[src/rtl/wbc_pkg.sv]
package wbc_pkg;

    typedef enum logic [1:0] {
        BLK_INV = 2'b00,
        BLK_RO  = 2'b01,
        BLK_WR  = 2'b10
    } blk_state_e;

    typedef enum logic [1:0] {
        LK_NONE   = 2'b00,
        LK_HIT    = 2'b01,
        LK_FILL   = 2'b10,
        LK_BYPASS = 2'b11
    } lk_res_e;

    typedef enum logic {
        CO_INVAL = 1'b0,
        CO_WBREQ = 1'b1
    } co_op_e;

    typedef struct packed {
        lk_res_e    res;
        logic       alloc;
        blk_state_e nst;
    } lk_dec_t;

    typedef struct packed {
        logic       upd;
        logic       wb;
        blk_state_e nst;
    } co_dec_t;

    // Outcome of a processor lookup against one line
    function automatic lk_dec_t lk_decide(input logic present, input blk_state_e st,
                                          input logic wr, input logic tmode);
        lk_dec_t d;
        d.res   = LK_NONE;
        d.alloc = 1'b0;
        d.nst   = st;
        if (tmode) begin
            d.res = (present && st == BLK_WR) ? LK_HIT : LK_BYPASS;
        end else if (present && (st == BLK_WR || !wr)) begin
            d.res = LK_HIT;
        end else begin
            d.res   = LK_FILL;
            d.alloc = 1'b1;
            d.nst   = wr ? BLK_WR : BLK_RO;
        end
        return d;
    endfunction

    // Outcome of a bus coherence request against one line
    function automatic co_dec_t co_decide(input logic present, input blk_state_e st,
                                          input co_op_e op);
        co_dec_t d;
        d.upd = 1'b0;
        d.wb  = 1'b0;
        d.nst = st;
        if (present) begin
            if (op == CO_INVAL) begin
                d.upd = 1'b1;
                d.wb  = (st == BLK_WR);
                d.nst = BLK_INV;
            end else if (st == BLK_WR) begin
                d.upd = 1'b1;
                d.wb  = 1'b1;
                d.nst = BLK_RO;
            end
        end
        return d;
    endfunction

endpackage

[src/rtl/wbc_mode_ctl.sv]
module wbc_mode_ctl (
    input  logic clk,
    input  logic rst,
    input  logic err_uncorr,
    input  logic err_corr,
    input  logic err_bus_par,
    input  logic err_xact_fail,
    input  logic sw_req,
    output logic tmode
);
    logic hard_err;
    logic any_err;
    logic sw_q;
    logic leave;
    logic tmode_q;
    logic tmode_d;

    assign hard_err = err_uncorr | err_bus_par | err_xact_fail;
    assign any_err  = hard_err | err_corr;
    // exit only on a falling control bit with every error line quiet
    assign leave    = sw_q & ~sw_req & ~any_err;
    assign tmode_d  = hard_err | sw_req | (tmode_q & ~leave);

    always_ff @(posedge clk) begin
        if (rst) begin
            sw_q    <= 1'b0;
            tmode_q <= 1'b0;
        end else begin
            sw_q    <= sw_req;
            tmode_q <= tmode_d;
        end
    end

    assign tmode = tmode_q;
endmodule

[src/rtl/wbc_tag_store.sv]
module wbc_tag_store
    import wbc_pkg::*;
#(
    parameter int IDX_W = 6,
    parameter int TAG_W = 21
) (
    input  logic             clk,
    input  logic             rst,
    input  logic [IDX_W-1:0] rd_a_idx,
    output logic [TAG_W-1:0] rd_a_tag,
    output blk_state_e       rd_a_st,
    input  logic [IDX_W-1:0] rd_b_idx,
    output logic [TAG_W-1:0] rd_b_tag,
    output blk_state_e       rd_b_st,
    input  logic             wr_a_en,
    input  logic [IDX_W-1:0] wr_a_idx,
    input  logic [TAG_W-1:0] wr_a_tag,
    input  blk_state_e       wr_a_st,
    input  logic             wr_b_en,
    input  logic [IDX_W-1:0] wr_b_idx,
    input  blk_state_e       wr_b_st
);
    localparam int SETS = 1 << IDX_W;

    logic [TAG_W-1:0] tag_q [SETS];
    blk_state_e       st_q  [SETS];
    logic [SETS-1:0]  sel_a;
    logic [SETS-1:0]  sel_b;

    generate
        for (genvar g = 0; g < SETS; g++) begin : g_sel
            assign sel_a[g] = wr_a_en && (wr_a_idx == IDX_W'(g));
            assign sel_b[g] = wr_b_en && (wr_b_idx == IDX_W'(g));
        end
    endgenerate

    // port A (lookup) wins a same-set collision: its state already includes port B's effect
    always_ff @(posedge clk) begin
        for (int i = 0; i < SETS; i++) begin
            if (rst) begin
                tag_q[i] <= '0;
                st_q[i]  <= BLK_INV;
            end else if (sel_a[i]) begin
                tag_q[i] <= wr_a_tag;
                st_q[i]  <= wr_a_st;
            end else if (sel_b[i]) begin
                st_q[i]  <= wr_b_st;
            end
        end
    end

    assign rd_a_tag = tag_q[rd_a_idx];
    assign rd_a_st  = st_q[rd_a_idx];
    assign rd_b_tag = tag_q[rd_b_idx];
    assign rd_b_st  = st_q[rd_b_idx];
endmodule

[src/rtl/wbc_snoop_unit.sv]
module wbc_snoop_unit
    import wbc_pkg::*;
#(
    parameter int TAG_W = 21
) (
    input  logic             co_valid,
    input  co_op_e           co_kind,
    input  logic [TAG_W-1:0] req_tag,
    input  logic [TAG_W-1:0] line_tag,
    input  blk_state_e       line_st,
    output logic             upd,
    output blk_state_e       nst,
    output logic             wb
);
    co_dec_t d;
    logic    present;

    assign present = (line_st != BLK_INV) && (line_tag == req_tag);
    assign d       = co_decide(present, line_st, co_kind);
    assign upd     = co_valid & d.upd;
    assign wb      = co_valid & d.wb;
    assign nst     = d.nst;
endmodule

[src/rtl/wbc_lookup_unit.sv]
module wbc_lookup_unit
    import wbc_pkg::*;
#(
    parameter int TAG_W = 21
) (
    input  logic             lk_valid,
    input  logic             lk_write,
    input  logic             tmode,
    input  logic [TAG_W-1:0] req_tag,
    input  logic [TAG_W-1:0] line_tag,
    input  blk_state_e       line_st,
    output lk_res_e          res,
    output logic             we,
    output blk_state_e       nst,
    output logic             evict
);
    lk_dec_t d;
    logic    tag_eq;
    logic    present;

    assign tag_eq  = (line_tag == req_tag);
    assign present = (line_st != BLK_INV) && tag_eq;
    assign d       = lk_decide(present, line_st, lk_write, tmode);
    assign res     = lk_valid ? d.res : LK_NONE;
    assign we      = lk_valid & d.alloc;
    assign nst     = d.nst;
    assign evict   = we && (line_st == BLK_WR) && !tag_eq;
endmodule

[src/rtl/wbc_txn_cache.sv]
module wbc_txn_cache
    import wbc_pkg::*;
#(
    parameter int ADDR_W    = 32,
    parameter int SETS      = 64,
    parameter int BLK_BYTES = 32
) (
    input  logic              clk,
    input  logic              rst,
    input  logic              lk_valid,
    input  logic              lk_write,
    input  logic [ADDR_W-1:0] lk_addr,
    input  logic              co_valid,
    input  logic              co_kind,
    input  logic [ADDR_W-1:0] co_addr,
    input  logic              err_uncorr,
    input  logic              err_corr,
    input  logic              err_bus_par,
    input  logic              err_xact_fail,
    input  logic              sw_tmode,
    output logic              rsp_valid,
    output logic              rsp_hit,
    output logic              rsp_miss,
    output logic              rsp_bypass,
    output logic              evict_wb,
    output logic [ADDR_W-1:0] evict_addr,
    output logic              snoop_done,
    output logic              snoop_wb,
    output logic [ADDR_W-1:0] snoop_addr,
    output logic              tmode_active
);
    localparam int OFF_W = $clog2(BLK_BYTES);
    localparam int IDX_W = $clog2(SETS);
    localparam int TAG_W = ADDR_W - IDX_W - OFF_W;

    logic [IDX_W-1:0] lk_idx;
    logic [TAG_W-1:0] lk_tag;
    logic [IDX_W-1:0] co_idx;
    logic [TAG_W-1:0] co_tag;
    logic             unused_off;

    assign lk_idx     = lk_addr[OFF_W +: IDX_W];
    assign lk_tag     = lk_addr[ADDR_W-1 -: TAG_W];
    assign co_idx     = co_addr[OFF_W +: IDX_W];
    assign co_tag     = co_addr[ADDR_W-1 -: TAG_W];
    assign unused_off = ^{lk_addr[OFF_W-1:0], co_addr[OFF_W-1:0]};

    logic tmode;

    wbc_mode_ctl u_mode (
        .clk           (clk),
        .rst           (rst),
        .err_uncorr    (err_uncorr),
        .err_corr      (err_corr),
        .err_bus_par   (err_bus_par),
        .err_xact_fail (err_xact_fail),
        .sw_req        (sw_tmode),
        .tmode         (tmode)
    );

    logic [TAG_W-1:0] lk_line_tag;
    blk_state_e       lk_line_st;
    logic [TAG_W-1:0] co_line_tag;
    blk_state_e       co_line_st;
    logic             lk_we;
    blk_state_e       lk_nst;
    logic             co_upd;
    blk_state_e       co_nst;
    logic             co_wb;
    lk_res_e          lk_res;
    logic             lk_evict;
    blk_state_e       lk_st_eff;

    wbc_tag_store #(
        .IDX_W (IDX_W),
        .TAG_W (TAG_W)
    ) u_store (
        .clk      (clk),
        .rst      (rst),
        .rd_a_idx (lk_idx),
        .rd_a_tag (lk_line_tag),
        .rd_a_st  (lk_line_st),
        .rd_b_idx (co_idx),
        .rd_b_tag (co_line_tag),
        .rd_b_st  (co_line_st),
        .wr_a_en  (lk_we),
        .wr_a_idx (lk_idx),
        .wr_a_tag (lk_tag),
        .wr_a_st  (lk_nst),
        .wr_b_en  (co_upd),
        .wr_b_idx (co_idx),
        .wr_b_st  (co_nst)
    );

    wbc_snoop_unit #(
        .TAG_W (TAG_W)
    ) u_snoop (
        .co_valid (co_valid),
        .co_kind  (co_op_e'(co_kind)),
        .req_tag  (co_tag),
        .line_tag (co_line_tag),
        .line_st  (co_line_st),
        .upd      (co_upd),
        .nst      (co_nst),
        .wb       (co_wb)
    );

    // coherence request is ordered ahead of a same-set lookup in the same cycle
    assign lk_st_eff = (co_upd && co_idx == lk_idx) ? co_nst : lk_line_st;

    wbc_lookup_unit #(
        .TAG_W (TAG_W)
    ) u_lookup (
        .lk_valid (lk_valid),
        .lk_write (lk_write),
        .tmode    (tmode),
        .req_tag  (lk_tag),
        .line_tag (lk_line_tag),
        .line_st  (lk_st_eff),
        .res      (lk_res),
        .we       (lk_we),
        .nst      (lk_nst),
        .evict    (lk_evict)
    );

    always_ff @(posedge clk) begin
        if (rst) begin
            rsp_valid  <= 1'b0;
            rsp_hit    <= 1'b0;
            rsp_miss   <= 1'b0;
            rsp_bypass <= 1'b0;
            evict_wb   <= 1'b0;
            evict_addr <= '0;
            snoop_done <= 1'b0;
            snoop_wb   <= 1'b0;
            snoop_addr <= '0;
        end else begin
            rsp_valid  <= (lk_res != LK_NONE);
            rsp_hit    <= (lk_res == LK_HIT);
            rsp_miss   <= (lk_res == LK_FILL);
            rsp_bypass <= (lk_res == LK_BYPASS);
            evict_wb   <= lk_evict;
            evict_addr <= {lk_line_tag, lk_idx, {OFF_W{1'b0}}};
            snoop_done <= co_valid;
            snoop_wb   <= co_wb;
            snoop_addr <= {co_tag, co_idx, {OFF_W{1'b0}}};
        end
    end

    assign tmode_active = tmode;
endmodule

[config.mk]
export PLATFORM = sky130hd
export DESIGN_NAME = wbc_txn_cache
export DESIGN_NICKNAME = d
export VERILOG_FILES = /design/src/rtl/wbc_pkg.sv /design/src/rtl/wbc_mode_ctl.sv /design/src/rtl/wbc_tag_store.sv /design/src/rtl/wbc_snoop_unit.sv /design/src/rtl/wbc_lookup_unit.sv /design/src/rtl/wbc_txn_cache.sv
export SDC_FILE = /design/constraint.sdc
export NUM_CORES = 2
export LEC_CHECK = 0
export BUFFER_PORTS_ARGS = -buffer_cell sky130_fd_sc_hd__clkbuf_2
export CAP_MARGIN = 5
export CORE_ASPECT_RATIO = 0.6
export CORE_MARGIN = 5
export CORE_UTILIZATION = 35
export DETAILED_ROUTE_END_ITERATION = 16
export PLACE_DENSITY = 0.46
export REMOVE_ABC_BUFFERS = 1
export SYNTH_ARGS = -nofsm -noshare
export SYNTH_HDL_FRONTEND = slang
export SYNTH_SLANG_ARGS = --single-unit
export TNS_END_PERCENT = 30
[constraint.sdc]
create_clock -name clk -period 14.3 [get_ports clk]
set_clock_uncertainty 0.1 [all_clocks]
set_input_delay 0.715 -clock clk [delete_from_list [all_inputs] [get_ports clk]]
set_output_delay 0.715 -clock clk [all_outputs]
set_load 0.02 [all_outputs]
# ---- Word level (Yosys, flattened, before mapping)
# Memories as Yosys holds them, arrays and structs flattened.
# Cells that the tools add are included.
dict set report op_classes {
  n_lt_le_gt_ge 0
  eq_ne 134
  mux 653
  add_sub_neg 0
  n_bitwise 206
  reduce_logical 143
  mul 0
  n_div 0
  shifts 0
}
# operator count
set ops {}
lappend ops {{two-way mux 21 bit} 64}
lappend ops {{two-way mux 1 bit} 450}
lappend ops {{equality test 6 bit (second input constant)} 64}
lappend ops {{two-way mux 2 bit} 134}
lappend ops {{OR 1 bit} 197}
lappend ops {{equality test 6 x 5 -> 1 bit (second input constant)} 32}
lappend ops {{logical AND 1 bit} 135}
lappend ops {{equality test 6 x 4 -> 1 bit (second input constant)} 16}
lappend ops {{equality test 6 x 3 -> 1 bit (second input constant)} 8}
lappend ops {{equality test 21 bit} 2}
lappend ops {{equality test 6 x 2 -> 1 bit (second input constant)} 4}
lappend ops {{equality test 6 x 1 -> 1 bit (second input constant)} 2}
lappend ops {{logical NOT 6 bit} 2}
lappend ops {{two-way mux 4 bit} 3}
lappend ops {{equality test 2 bit (second input constant)} 4}
lappend ops {{AND 1 bit} 6}
lappend ops {{equality test 6 bit} 1}
lappend ops {{two-way mux 3 bit} 2}
lappend ops {{nonzero test 2 bit} 3}
lappend ops {{inverter 1 bit} 3}
lappend ops {{equality test 2 x 1 -> 1 bit (second input constant)} 1}
lappend ops {{logical NOT 1 bit} 2}
lappend ops {{logical OR 1 bit} 1}
dict set report word_totals {
  ramBits 1472
  inputBits 75
  rom_bits 0
  out_inout_bits 72
  latchBits 0
  n_memories 2
  wordCells 1151
  reg_bits 73
}
# name words word_bits rd rd_clocked_by_memory_dff write_ports line
set memory_table {}
lappend memory_table {u_store.tag_q 64 21 2 0 64 wbc_tag_store.sv:25} ;# logic [TAG_W-1:0] tag_q [SETS];
lappend memory_table {u_store.st_q 64 2 2 0 64 wbc_tag_store.sv:26} ;# blk_state_e st_q [SETS];

# ---- Depth between registers and ports, before layout
# An unclocked memory read counts as a cell.
dict set report depth {
  word_depth 20
  depth_mapped 21
  depth_no_buf 12
}

# ---- Cells and area by module
# Synthesis repeated with hierarchy kept, for this count alone.
dict set report hier_totals {
  hier_cells 5867
  hier_area_um2 82988.3
}
# mod seq_area_each_um2 area_per_inst_um2 n_inst cells_per_inst
set by_module_without_submodules {}
lappend by_module_without_submodules {wbc_tag_store 44202.4 80467.2 1 5624}
lappend by_module_without_submodules {wbc_txn_cache 1221.2 1813.0 1 150}
lappend by_module_without_submodules {wbc_lookup_unit 0.0 334.1 1 49}
lappend by_module_without_submodules {wbc_snoop_unit 0.0 301.5 1 37}
lappend by_module_without_submodules {wbc_mode_ctl 40.0 72.6 1 7}

# ---- Worst setup path after synthesis
# No wires, ideal clock.
dict set report synth_path {
  kind {input-to-reg}
  from {input port lk_addr[5]}
  to {memory u_store.tag_q[48][0], enable pin}
  t_required_ps 13822
  path_buffers 6
  setup_slack_ps 9037
  arrival_time_ps 4785
  cell_stages 14
  setup_ps 378
  cell_sequence {buf_6 > buf_4 > buf_4 > buf_4 > buf_2 > mux4_2 > mux4_2 > mux4_2 > inv_1 > o21ai_2 > a211oi_4 > clkbuf_1 > o21ai_0 > nand2_1}
}
# item line
set synth_lines {}
lappend synth_lines {{start: declaration} wbc_txn_cache.sv:12} ;# input logic [ADDR_W-1:0] lk_addr,
lappend synth_lines {{end: declaration} wbc_tag_store.sv:25}

==> implementation parameters <==
Parameter                              Value

Logic synthesis
  Number of flops mapped to enable cells by yosys ... approximately 1500
  Top post-synthesis cells by area ... sky130_fd_sc_hd__edfxtp_1, sky130_fd_sc_hd__mux4_2, sky130_fd_sc_hd__nor2_1
  Dominant combinational cell family by area after synthesis ... multiplexers
  Count of synthesis-stage warnings from yosys ... 0
  Share of cell area taken by muxes after synthesis ... 21.9%
  Number of flip-flops and latches in the synthesized netlist ... approximately 1500
  Main synth FF type ... sky130_fd_sc_hd__edfxtp_1
  Fraction of the mapped netlist area in simple logic gates ... between 10 and 15%
  Share of synthesized cell area in full adder, half adder and majority cells ... 0%
  Post-synthesis xor/xnor area fraction ... less than 1%
  Synth cell types ... 83
  Sequential fraction of the synthesis area ... between 50 and 60%
  Async SR Flop Fraction ... 0%
  Largest area contributor in the netlist ... sky130_fd_sc_hd__edfxtp_1
  Yosys top cell area share ... approximately 54%
  Share of the synthesized area in compound gates (AO/OA/AOI/OAI) ... between 5 and 6%
  Mean instance size in the synthesized netlist ... roughly 13 um^2
  Number of cells produced by synthesis ... between 6000 and 7000
  Mapped cell area ... 81900 um^2

Final layout
  Post-synthesis to final-layout area growth ... 11.3%
  Post-layout net count ... between 6000 and 7000
  Layout cells sized above 1 ... 20.3%
  Finished layout cell area ... around 91000 um^2
  Commonest cells after routing, fill and taps aside ... sky130_fd_sc_hd__nor2_1, sky130_fd_sc_hd__edfxtp_1, sky130_fd_sc_hd__mux4_2, sky130_fd_sc_hd__mux2i_1, sky130_fd_sc_hd__nand2_1
  Leading cell type in the layout, fill and taps excluded ... sky130_fd_sc_hd__nor2_1

Setup path
  Number of buffer and inverter instances along the worst setup path ... 2
  Largest stage delay on the critical path ... around 1.1 ns
  Setup slack, reg-to-reg ... roughly 6 ns
  Library cell contributing the largest single delay on the critical path ... sky130_fd_sc_hd__nor4b_2
  Largest driver fanout on the critical path ... 29
  Dominant delay contributor by cell family on the critical path ... simple AND/OR/NAND/NOR gates
  Critical Path Start ... co_addr[10]
  Depth of the most critical reg-to-reg path ... 12
  Worst reg2reg path endpoint ... u_store.tag_q[1][15]
  Data required time of the critical path ... ~15 ns
  Critical path startpoint category ... input pin
  CP Class ... in2reg
  Crit path arrival time ... 9.57 ns
  Element type at the critical path end ... flip-flop
  Reg2reg start ... u_store.tag_q[63][11]
  List of cells traversed by the critical path ... buf_2, buf_4, nand3b_1, o22ai_1, nor2_1, nor4b_2, mux2i_1, xnor2_1, a2111oi_2, nand4bb_1, o211a_2, a211oi_4, o21ai_0, nand2_2

Clock network
  Clock Pin Slew Worst Setup and Hold Paths ... roughly 0.060 ns
  Number of buffers on the longest clock path ... 4
  Clock tree from TritonCTS ... built
  Inserted Clock Buffers ... 168
  Cells resized by post-CTS repair ... 0
  TritonCTS Sinks ... 1535
  H-tree depth ... 4
  Clock Root Buffer ... sky130_fd_sc_hd__clkbuf_16
  Clock latency on the worst-skew pair ... just under 0.9 ns

Global routing
  Global-route wire length before repair ... 546 mm
  Overflow after GRT ... 0
  Global router's overall resource usage ... 33.2%
  GRT busiest layer ... met1
  M1 GR Usage ... between 40 and 50%
  Largest net degree at the start of global routing ... 169
  Via count of the first global-routing pass ... roughly 59000
  Met3 track demand over resource ... around 18%
  Routing usage on met2 ... a little over two fifths
  Antenna violations before repair ... 38

Timing
  Final period utilization ... between 60% and 70%
  RSZ-0062 raised after global routing ... false
  Transition time of the tightest slew-check pin ... 1.59 ns
  Hold Vio Cnt, Final ... 0
  Max Freq ... roughly 110 MHz
  Min cycle time layout ... slightly above 9 ns
  Hold slack ... 0.0297 ns
  Final Setup Violations ... 0
  Fin. max-slew vios ... 4
  Worst max-slew margin expressed relative to the limit ... -5.72%

Power
  Maximum resistive drop on vdd ... ~87 uV
  Tot Pwr ... 11.2 mW
  Power Density ... around 120 nW/um^2
  Reported leakage power ... 30.6 nW

Min path
  Origin of the worst min-delay path ... err_bus_par
  Cell depth of the worst min-delay path ... 3
  Class of the tightest hold or removal check ... in2reg
  Sink of the worst hold path ... u_mode.tmode

Detailed routing
  Total wire length after detailed routing ... a little over 400 mm
  DR vias/cell ... roughly 6.6
  Drt initial violations ... 12100
  Length of the first detailed-routing pass in iterations ... 9
  Remaining antenna violation count ... 0
  WL per Instance ... 42.8 um
  Via count ... around 64000
  DRC ... 0

Die
  Die Area ... between 200000 and 250000 um^2
  Die Height ... 385 um
  # rows ... 137
  Number of primary I/O pins ... ~150
  Die Width ... between 600 and 700 um
  Effective utilization at floorplan ... 35.2%
  Core region area ... ~230000 um^2

Placement
  Placer congestion estimate ... 0.986
  IO buf count ... between 100 and 150
  Estimated wirelength of the detail-placed design ... about 270 mm
  Placed cell area ... about 86000 um^2

Flow run
  Reported max-cap violation count ... 1

Status
  Violated checks ... capacitance limit, slew limit
  Status ... complete, but fails checks
## registers in the layout, summed over array words and instances (netlist names), 27 cells and up
register       cells
u_store.st_q     128
evict_addr        27
u_store.tag_q   1344
snoop_addr        27
## area by class of cell
| class | instances | area, um^2 |
|---|---|---|
| Antenna cell | 14 | 35.0 |
| Clock buffer | 218 | 4550 |
| Clock inverter | 72 | 624 |
| Fill cell | 22300 | 141000 |
| Inverter | 17 | 67.6 |
| Multi-Input combinational cell | 4331 | 33700 |
| Sequential cell | 1535 | 45500 |
| Tap cell | 3127 | 3910 |
| Timing Repair Buffer | 385 | 2800 |
## synth_stat cells (all sizes together), types with 24 or more instances
master  instances
o211ai         40
xor2           27
edfxtp       1472
nor4           24
nand2         544
nand3         130
buf           366
xnor2          35
a21oi          61
a22oi         281
o21ai         105
o22ai          56
nor2         1573
nand4          50
mux2i         515
nor3           31
nor2b          55
dfxtp          63
mux4          537
mux2           62
clkbuf        243
## tightest hold or removal path: cells and delay by family
family / cells / cell delay, ns
buffers and inverters: 1 / 0.08
AND/OR/NAND/NOR: 1 / 0.04
AO/OA/AOI/OAI: 1 / 0.11
## logic make-up after synthesis
| family | count (synthesis) |
|---|---|
| flops | 1535 |
| mux | 1114 |
| compound gates | 650 |
| xor+xnor | 62 |
| other cells | 1 |
| simple gates | 2495 |
| buf+inv | 626 |
## power by group
part / switching, mW / internal (mW) / leakage, nW
combinational: 1.17 / 0.466 / 12.6
clock: 1.98 / 2.42 / 2.54
sequential: 0.108 / 5.10 / 15.5
total: 3.26 / 7.99 / 30.6
## metal layers
| metal | vias up | wire length (um) |
|---|---|---|
| li1 | 24300 | - |
| met1 | 33800 | 168000 |
| met2 | 5402 | 158000 |
| met3 | 747 | 73000 |
| met4 | 10 | 16300 |
| met5 | - | 160 |
## per-stage QoR
| stage | worst slack, ns | util [%] | setup TNS, ns | cells |
|---|---|---|---|---|
| 6_report | 5.05 | 39.2 | 0 | 9699 |
| 5_1_grt | 5.48 | 39.2 | 0 | 9686 |
| 4_1_cts | 5.83 | 39.2 | 0 | 9683 |
| 3_5_place_dp | 4.99 | 36.9 | 0 | 9392 |
| 3_3_place_gp | 5.01 | 36.9 | 0 | 9392 |
| 2_1_floorplan | -1.25 | - | -1259.72 | 5883 |
## how the worst max path moves through the flow
stage          cells after the start                   end  slack [ns]
5_1_grt                           16  u_store.tag_q[1][15]        5.48
6_report                          14  u_store.tag_q[1][15]        5.05
3_5_place_dp                      15  u_store.tag_q[1][18]        4.99
4_1_cts                           15  u_store.tag_q[1][15]        5.83
3_3_place_gp                      15  u_store.tag_q[1][18]        5.01
2_1_floorplan                     12   u_store.tag_q[0][0]       -1.25
## what timing repair did
| action | CTS | global route |
|---|---|---|
| setup buffers | 0 | 0 |
| hold buffers | 1 | 0 |
| endpoints found under the hold margin | 1 | 0 |
No activity file was read; power rests on OpenSTA's default activity.
